**config.mk**
```make
export PLATFORM = sky130hd
export DESIGN_NAME = cfg_image_loader
export DESIGN_NICKNAME = d
export VERILOG_FILES = /design/src/rtl/cil_pkg.sv /design/src/rtl/cil_accum.sv /design/src/rtl/cil_shadow.sv /design/src/rtl/cil_seq.sv /design/src/rtl/cfg_image_loader.sv
export SDC_FILE = /design/constraint.sdc
export NUM_CORES = 1
export LEC_CHECK = 0
export BUFFER_PORTS_ARGS = -buffer_cell sky130_fd_sc_hd__clkbuf_2
export CORE_MARGIN = 2
export CORE_UTILIZATION = 40
export CTS_CLUSTER_DIAMETER = 150
export CTS_CLUSTER_SIZE = 40
export DETAILED_ROUTE_END_ITERATION = 8
export GPL_TIMING_DRIVEN = 0
export SLEW_MARGIN = 20
export SYNTH_ARGS = -nofsm -noshare
export SYNTH_HDL_FRONTEND = slang
export SYNTH_SLANG_ARGS = --single-unit
export TNS_END_PERCENT = 20
```
**constraint.sdc**
```tcl
create_clock -name clk -period 2.7 [get_ports clk]
set_input_delay 0.54 -clock clk [delete_from_list [all_inputs] [get_ports clk]]
set_output_delay 0.54 -clock clk [all_outputs]
set_load 0.01 [all_outputs]
```
**src/rtl/cil_pkg.sv**
```systemverilog
package cil_pkg;
  typedef enum logic [2:0] {
    ST_IDLE,
    ST_LOAD,
    ST_CHECK,
    ST_RESP,
    ST_FIX_RD,
    ST_FIX_WR
  } cil_state_e;
endpackage

```
**src/rtl/cil_accum.sv**
```systemverilog
module cil_accum #(
  parameter int unsigned      DW         = 16,
  parameter logic [DW-1:0]    SUM_TARGET = 16'hBABA
) (
  input  logic          clk,
  input  logic          rst_n,
  input  logic          clr,
  input  logic          add,
  input  logic [DW-1:0] din,
  output logic          match,
  output logic [DW-1:0] remainder
);
  logic [DW-1:0] sum_q, sum_d;

  always_comb begin
    sum_d = sum_q;
    if (clr)      sum_d = '0;
    else if (add) sum_d = sum_q + din;
  end

  always_ff @(posedge clk or negedge rst_n) begin
    if (!rst_n)          sum_q <= '0;
    else if (clr || add) sum_q <= sum_d;
  end

  assign match     = (sum_q == SUM_TARGET);
  assign remainder = SUM_TARGET - sum_q;
endmodule

```
**src/rtl/cil_shadow.sv**
```systemverilog
module cil_shadow #(
  parameter int unsigned   WORDS     = 64,
  parameter int unsigned   DW        = 16,
  parameter int unsigned   AW        = 6,
  parameter int unsigned   SIG_IDX   = 10,
  parameter logic [DW-1:0] SIG_MASK  = 16'hC000,
  parameter logic [DW-1:0] SIG_VALID = 16'h4000,
  parameter logic [DW-1:0] SIG_CLEAR = 16'h0000
) (
  input  logic          clk,
  input  logic          rst_n,
  input  logic          wr_en,
  input  logic [AW-1:0] wr_idx,
  input  logic [DW-1:0] wr_data,
  input  logic          sig_clr,
  input  logic [AW-1:0] rd_idx,
  output logic [DW-1:0] rd_data,
  output logic          sig_ok
);
  logic [DW-1:0] words [WORDS];

  for (genvar g = 0; g < WORDS; g++) begin : g_word
    logic [DW-1:0] q;
    logic          hit;
    assign hit      = wr_en && (wr_idx == AW'(g));
    assign words[g] = q;
    if (g == SIG_IDX) begin : g_sig
      // The signature word carries the validity state, so it is the only word with a reset.
      always_ff @(posedge clk or negedge rst_n) begin
        if (!rst_n)       q <= SIG_CLEAR;
        else if (sig_clr) q <= SIG_CLEAR;
        else if (hit)     q <= wr_data;
      end
    end else begin : g_data
      always_ff @(posedge clk) begin
        if (hit) q <= wr_data;
      end
    end
  end

  assign rd_data = words[rd_idx];
  assign sig_ok  = (words[SIG_IDX] & SIG_MASK) == SIG_VALID;


  sig_clear_invalidates_chk: assert property (@(posedge clk) disable iff (!rst_n)
    sig_clr |=> !sig_ok);
endmodule

```
**src/rtl/cil_seq.sv**
```systemverilog
module cil_seq
  import cil_pkg::*;
#(
  parameter int unsigned WORDS = 64,
  parameter int unsigned DW    = 16,
  parameter int unsigned AW    = 6,
  parameter int unsigned IW    = 7
) (
  input  logic          clk,
  input  logic          rst_n,
  input  logic          lk_req,
  input  logic [IW-1:0] lk_idx,
  input  logic          csum_fix,
  input  logic          ee_done,
  input  logic          sig_ok,
  input  logic          sum_match,
  input  logic [DW-1:0] shadow_word,
  output logic          ready,
  output logic          lk_resp,
  output logic [DW-1:0] lk_word,
  output logic          ee_req,
  output logic          ee_wr,
  output logic [AW-1:0] ee_addr,
  output logic          acc_clr,
  output logic          acc_add,
  output logic          sh_wr,
  output logic          sig_clr,
  output logic [AW-1:0] rd_idx
);
  localparam logic [AW-1:0] LAST   = AW'(WORDS - 1);
  localparam logic [AW-1:0] FIXEND = AW'(WORDS - 2);
  localparam logic [IW-1:0] LIMIT  = IW'(WORDS);

  cil_state_e    state_q, state_d;
  logic [AW-1:0] cnt_q, cnt_d;
  logic [IW-1:0] idx_q, idx_d;
  logic [DW-1:0] word_q, word_d;

  always_comb begin
    state_d = state_q;
    cnt_d   = cnt_q;
    idx_d   = idx_q;
    word_d  = word_q;
    acc_clr = 1'b0;
    acc_add = 1'b0;
    sh_wr   = 1'b0;
    sig_clr = 1'b0;
    unique case (state_q)
      ST_IDLE: begin
        if (csum_fix) begin
          cnt_d   = '0;
          acc_clr = 1'b1;
          state_d = ST_FIX_RD;
        end else if (lk_req) begin
          idx_d = lk_idx;
          if (lk_idx >= LIMIT) begin
            word_d  = '0;
            state_d = ST_RESP;
          end else if (sig_ok) begin
            word_d  = shadow_word;
            state_d = ST_RESP;
          end else begin
            cnt_d   = '0;
            acc_clr = 1'b1;
            state_d = ST_LOAD;
          end
        end
      end
      ST_LOAD: begin
        if (ee_done) begin
          sh_wr   = 1'b1;
          acc_add = 1'b1;
          if (cnt_q == LAST) state_d = ST_CHECK;
          else               cnt_d   = cnt_q + AW'(1);
        end
      end
      ST_CHECK: begin
        sig_clr = !sum_match;
        word_d  = (sum_match && sig_ok) ? shadow_word : '0;
        state_d = ST_RESP;
      end
      ST_RESP: state_d = ST_IDLE;
      ST_FIX_RD: begin
        if (ee_done) begin
          acc_add = 1'b1;
          cnt_d   = cnt_q + AW'(1);
          if (cnt_q == FIXEND) state_d = ST_FIX_WR;
        end
      end
      ST_FIX_WR: begin
        if (ee_done) begin
          sig_clr = 1'b1;
          state_d = ST_IDLE;
        end
      end
      default: state_d = ST_IDLE;
    endcase
  end

  always_ff @(posedge clk or negedge rst_n) begin
    if (!rst_n) begin
      state_q <= ST_IDLE;
      cnt_q   <= '0;
      idx_q   <= '0;
      word_q  <= '0;
    end else begin
      state_q <= state_d;
      cnt_q   <= cnt_d;
      if (state_q == ST_IDLE) idx_q <= idx_d;
      if (state_q == ST_IDLE || state_q == ST_CHECK) word_q <= word_d;
    end
  end

  assign ready   = (state_q == ST_IDLE);
  assign lk_resp = (state_q == ST_RESP);
  assign lk_word = word_q;
  assign ee_req  = (state_q == ST_LOAD) || (state_q == ST_FIX_RD) || (state_q == ST_FIX_WR);
  assign ee_wr   = (state_q == ST_FIX_WR);
  assign ee_addr = cnt_q;
  assign rd_idx  = (state_q == ST_IDLE) ? lk_idx[AW-1:0] : idx_q[AW-1:0];


  load_ascending_chk: assert property (@(posedge clk) disable iff (!rst_n)
    (state_q == ST_LOAD) && ee_done && (cnt_q != LAST) |=> ee_addr == $past(ee_addr) + AW'(1));

  oor_zero_chk: assert property (@(posedge clk) disable iff (!rst_n)
    lk_resp && (idx_q >= LIMIT) |-> lk_word == '0);
endmodule

```
**src/rtl/cfg_image_loader.sv**
```systemverilog
module cfg_image_loader #(
  parameter int unsigned   WORDS      = 64,
  parameter int unsigned   DW         = 16,
  parameter int unsigned   SIG_IDX    = 10,
  parameter logic [DW-1:0] SUM_TARGET = 16'hBABA,
  parameter logic [DW-1:0] SIG_MASK   = 16'hC000,
  parameter logic [DW-1:0] SIG_VALID  = 16'h4000,
  parameter logic [DW-1:0] SIG_CLEAR  = 16'h0000,
  localparam int unsigned  AW         = $clog2(WORDS),
  localparam int unsigned  IW         = AW + 1
) (
  input  logic          clk,
  input  logic          rst_n,
  input  logic          lk_req,
  input  logic [IW-1:0] lk_idx,
  input  logic          csum_fix,
  output logic          ready,
  output logic          lk_resp,
  output logic [DW-1:0] lk_word,
  output logic          img_valid,
  output logic          ee_req,
  output logic          ee_wr,
  output logic [AW-1:0] ee_addr,
  output logic [DW-1:0] ee_wdata,
  input  logic [DW-1:0] ee_rdata,
  input  logic          ee_done
);
  logic [1:0] rst_sync_q;
  logic       rst_ni;

  always_ff @(posedge clk or negedge rst_n) begin
    if (!rst_n) rst_sync_q <= 2'b00;
    else        rst_sync_q <= {rst_sync_q[0], 1'b1};
  end
  assign rst_ni = rst_sync_q[1];

  logic          acc_clr, acc_add, sh_wr, sig_clr, sig_ok, sum_match;
  logic [AW-1:0] rd_idx;
  logic [DW-1:0] shadow_word;

  cil_seq #(.WORDS(WORDS), .DW(DW), .AW(AW), .IW(IW)) u_seq (
    .clk         (clk),
    .rst_n       (rst_ni),
    .lk_req      (lk_req),
    .lk_idx      (lk_idx),
    .csum_fix    (csum_fix),
    .ee_done     (ee_done),
    .sig_ok      (sig_ok),
    .sum_match   (sum_match),
    .shadow_word (shadow_word),
    .ready       (ready),
    .lk_resp     (lk_resp),
    .lk_word     (lk_word),
    .ee_req      (ee_req),
    .ee_wr       (ee_wr),
    .ee_addr     (ee_addr),
    .acc_clr     (acc_clr),
    .acc_add     (acc_add),
    .sh_wr       (sh_wr),
    .sig_clr     (sig_clr),
    .rd_idx      (rd_idx)
  );

  cil_accum #(.DW(DW), .SUM_TARGET(SUM_TARGET)) u_accum (
    .clk       (clk),
    .rst_n     (rst_ni),
    .clr       (acc_clr),
    .add       (acc_add),
    .din       (ee_rdata),
    .match     (sum_match),
    .remainder (ee_wdata)
  );

  cil_shadow #(
    .WORDS(WORDS), .DW(DW), .AW(AW), .SIG_IDX(SIG_IDX),
    .SIG_MASK(SIG_MASK), .SIG_VALID(SIG_VALID), .SIG_CLEAR(SIG_CLEAR)
  ) u_shadow (
    .clk     (clk),
    .rst_n   (rst_ni),
    .wr_en   (sh_wr),
    .wr_idx  (ee_addr),
    .wr_data (ee_rdata),
    .sig_clr (sig_clr),
    .rd_idx  (rd_idx),
    .rd_data (shadow_word),
    .sig_ok  (sig_ok)
  );

  assign img_valid = sig_ok;


  ee_hold_chk: assert property (@(posedge clk) disable iff (!rst_ni)
    ee_req && !ee_done |=> ee_req && $stable(ee_addr) && $stable(ee_wr));

  fix_write_addr_chk: assert property (@(posedge clk) disable iff (!rst_ni)
    ee_req && ee_wr |-> ee_addr == AW'(WORDS - 1));

  cached_fast_chk: assert property (@(posedge clk) disable iff (!rst_ni)
    ready && lk_req && !csum_fix && img_valid && (lk_idx < IW'(WORDS)) |=> lk_resp && !ee_req);

  invalid_zero_chk: assert property (@(posedge clk) disable iff (!rst_ni)
    lk_resp && !img_valid |-> lk_word == '0);
endmodule

```
==> impl_metrics.json <==
{
  "status": "complete, but fails checks",
  "violations": "setup timing",
  "rsz0062_at_grt": "yes",
  "synth-seq-area-share_pct": 72.1,
  "setup_viol": 104,
  "cts_buffers": 30,
  "setup_slack_ns": -0.306,
  "cp_top_family": "compound AO/OA/AOI/OAI gates",
  "tns_ns": -8.09,
  "drive_above_1_share_pct": 28.1,
  "cp_common_cell": "buf_6",
  "hold_violations": 0,
  "hpwl_mm": 100,
  "die_height_um": 336,
  "drt_iter0_markers": 4581,
  "grt_use_total_pct": 25.2,
  "fin_crit_ns": 3.01,
  "worstSetupEndpointType": "flop",
  "cts.root.buffer_cell": "clkbuf_16",
  "synth-edff-count": 1008,
  "die_width_um": 336,
  "final_common_cell": "edfxtp_1",
  "leakage_nw": 18.0,
  "critPathLaunchType": "flop",
  "drv_slew": 0,
  "ys_async_sr_fraction_pct": 6.06,
  "ys_types": 57,
  "syn_area_per_cell_sq_um": 13.0,
  "syn_inst": 3397,
  "max_stage_delay_ns": 0.43,
  "cp_cell_sequence": "buf_6 -> o31ai_4 -> buf_6 -> buf_6 -> nand2_8 -> buf_8 -> buf_4 -> a211oi_2 -> a311oi_2 -> a311oi_4 -> a21oi_2 -> a22oi_2 -> nand3_1",
  "rows": 121,
  "p_per_area_nw_per_um2": 1220,
  "die_area_sq_um": 113000,
  "drv_cap": 0,
  "grt_max_degree": 64,
  "gp_congestion": 0.982,
  "nNetsFinal": 3699,
  "vias_per_cell": 5.98,
  "clockBufferDepth": 3,
  "hold_path_class": "primary input to flop",
  "final_cell_mix": "edfxtp_1 (1,008), nand2_1 (852), nand3_1 (256), and3_1 (128), a311oi_2 (106)",
  "antenna_cells": 0,
  "wl_mm": 147,
  "path_class": "flop to flop",
  "hold_slack_ns": 0.122,
  "critPathArrivalTime_ns": 3.59,
  "numPortBuffers": 70,
  "wl_per_cell_um": 28.5,
  "io_pins": 71,
  "grt_antenna_before_repair": 4,
  "min_period_over_period_pct": 111,
  "instances_no_fill": 5149,
  "syn_nets": 3447,
  "ys.flop_type": "edfxtp_1",
  "cts_tree": "built",
  "clkLatencyLatePin_ns": 0.70,
  "route.detailed.drc": 0,
  "ys_ff_latch": 1073,
  "ant_nets": 0,
  "nFillCells": 9323,
  "cts_max_level": 1,
  "first_global_vias": 29000,
  "grt_pass1_wl_mm": 206,
  "ys_warn_count": 0,
  "routed-via-count": 30800,
  "areaGrowthSynthToFinish_pct": 23.5,
  "max_slew_margin_pct": 35.9,
  "path_clk_slew_ns": 0.15,
  "cp_max_fo": 10,
  "syn_area_sq_um": 44200,
  "critPathRequiredTime_ns": 3.28,
  "grt_remaining_overflow": 0,
  "initial_core_util_pct": 40.4,
  "worst_slew_pin_slew_ns": 0.960,
  "placed_cells": 5015,
  "drt-pass1-iter-count": 6,
  "fin_skew_ns": 0.0338,
  "critPathBufInv": 5,
  "cp_slowest_cell": "dfrtp_1",
  "coreArea_sq_um": 109000,
  "fmax_ghz": 0.333,
  "cts_sinks": 1073,
  "ir_drop_v": 0.000676
}
[final timing paths]
check                                 start           endpoint  slack, ns  cells after the start
max in group asynchronous     rst_sync_q[1]   u_seq.lk_word[8]       1.92                      1
max                        u_seq.state_q[2]  u_seq.lk_word[10]      -0.31                     13
min                               lk_idx[1]     u_seq.idx_q[1]       0.12                      2
max reg2reg                u_seq.state_q[2]  u_seq.lk_word[10]      -0.31                     13
min reg2reg                   rst_sync_q[1]  u_accum.sum_q[14]       0.21                      0
min in group asynchronous             rst_n      rst_sync_q[1]       0.14                      2
[cells by family after synthesis]
| family | after synthesis | share of synthesized area, % |
|---|---|---|
| other | 1 | 0.00848 |
| XOR/XNOR | 26 | 0.515 |
| AO/OA/AOI/OAI | 573 | 9.44 |
| buffers and inverters | 263 | 2.97 |
| adder cells (fa/ha/maj) | 22 | 0.640 |
| multiplexers | 12 | 0.300 |
| AND/OR/NAND/NOR | 1427 | 14.0 |
| flip-flops | 1073 | 72.1 |
[synthesized netlist by cell type, types with 5 or more instances]
library cell	number	share of area, %
a211oi_1	129	2.2
a21oi_1	102	1.2
a22oi_1	32	0.54
a311oi_1	193	3.8
a31oi_1	65	0.92
and3_1	130	1.8
buf_1	5	0.042
buf_2	106	1.2
buf_4	19	0.32
buf_6	16	0.41
clkbuf_1	104	0.88
dfrtp_1	65	3.7
edfxtp_1	1008	68
ha_1	21	0.59
inv_1	10	0.085
mux2_2	6	0.15
nand2_1	859	7.3
nand2b_1	8	0.11
nand3_1	288	3.3
nand3b_1	7	0.12
nor2_1	103	0.87
nor2b_1	7	0.099
nor3_1	7	0.079
o21a_1	6	0.10
o21ai_0	18	0.20
o22ai_1	5	0.071
xnor2_1	7	0.14
xor2_1	19	0.38
[per-stage QoR]
| stage | total power [mW] | setup slack, ns | utilization, % | area (sq um) |
|---|---|---|---|---|
| 6_report | 66.8 | -0.306 | 49.9 | 54600 |
| 5_1_grt | 68.8 | -0.386 | 49.9 | 54600 |
| 4_1_cts | 62.7 | -0.269 | 48.5 | 53000 |
| 3_5_place_dp | 46.1 | -1.48 | 43.6 | 47700 |
| 3_3_place_gp | 45.8 | -1.76 | 42.5 | 46400 |
| 2_1_floorplan | 34.3 | 0.0787 | - | 44200 |
[final cells by class]
| cell class | instances | area, sq um | share of cell area (%) |
|---|---|---|---|
| clock buffers | 55 | 866 | 1.59 |
| well taps | 1476 | 1850 | 3.38 |
| plain buffers | 251 | 2570 | 4.71 |
| multi-input cells | 2061 | 14900 | 27.3 |
| clock inverters | 1 | 8.76 | 0.0160 |
| repair buffers | 222 | 2450 | 4.49 |
| flip-flops and latches | 1073 | 31900 | 58.4 |
| inverters | 10 | 37.5 | 0.0688 |
[what timing repair did]
| action | in CTS | in global routing |
|---|---|---|
| endpoints found under the setup margin | 586 | 285 |
| pin swaps | 129 | 88 |
| setup buffers | 37 | 33 |
| gates resized for setup | 848 | 282 |
| cloned | 3 | 8 |
| endpoints found under the hold margin | 2 | 0 |
| hold buffers | 1 | 0 |
[where the power goes]
| group | internal [mW] | switching [mW] | total [mW] | leakage, nW |
|---|---|---|---|---|
| Sequential | 18.6 | 0.517 | 19.1 | 9.90 |
| Combinational | 14.7 | 26.0 | 40.7 | 7.71 |
| Clock | 2.22 | 4.77 | 6.98 | 0.414 |
| Total | 35.5 | 31.3 | 66.8 | 18.0 |
[registers in the layout, summed over array words and instances (netlist names)]
signal and cells:
u_seq.ee_addr 6, u_shadow.g_word.q 1024, u_seq.lk_word 16, u_seq.state_q 3, rst_sync_q 2, u_accum.sum_q 16
u_seq.idx_q 6
[routing by layer]
layer  vias up  track usage, %  part of all wire [%]
met4         0            6.76                   3.5
met5         -               0                     0
met3       214            3.89                    11
li1      13200               -                     -
met2      1727            39.4                    45
met1     15600            36.6                    41
Note: power is estimated with default switching activity, not from simulation.
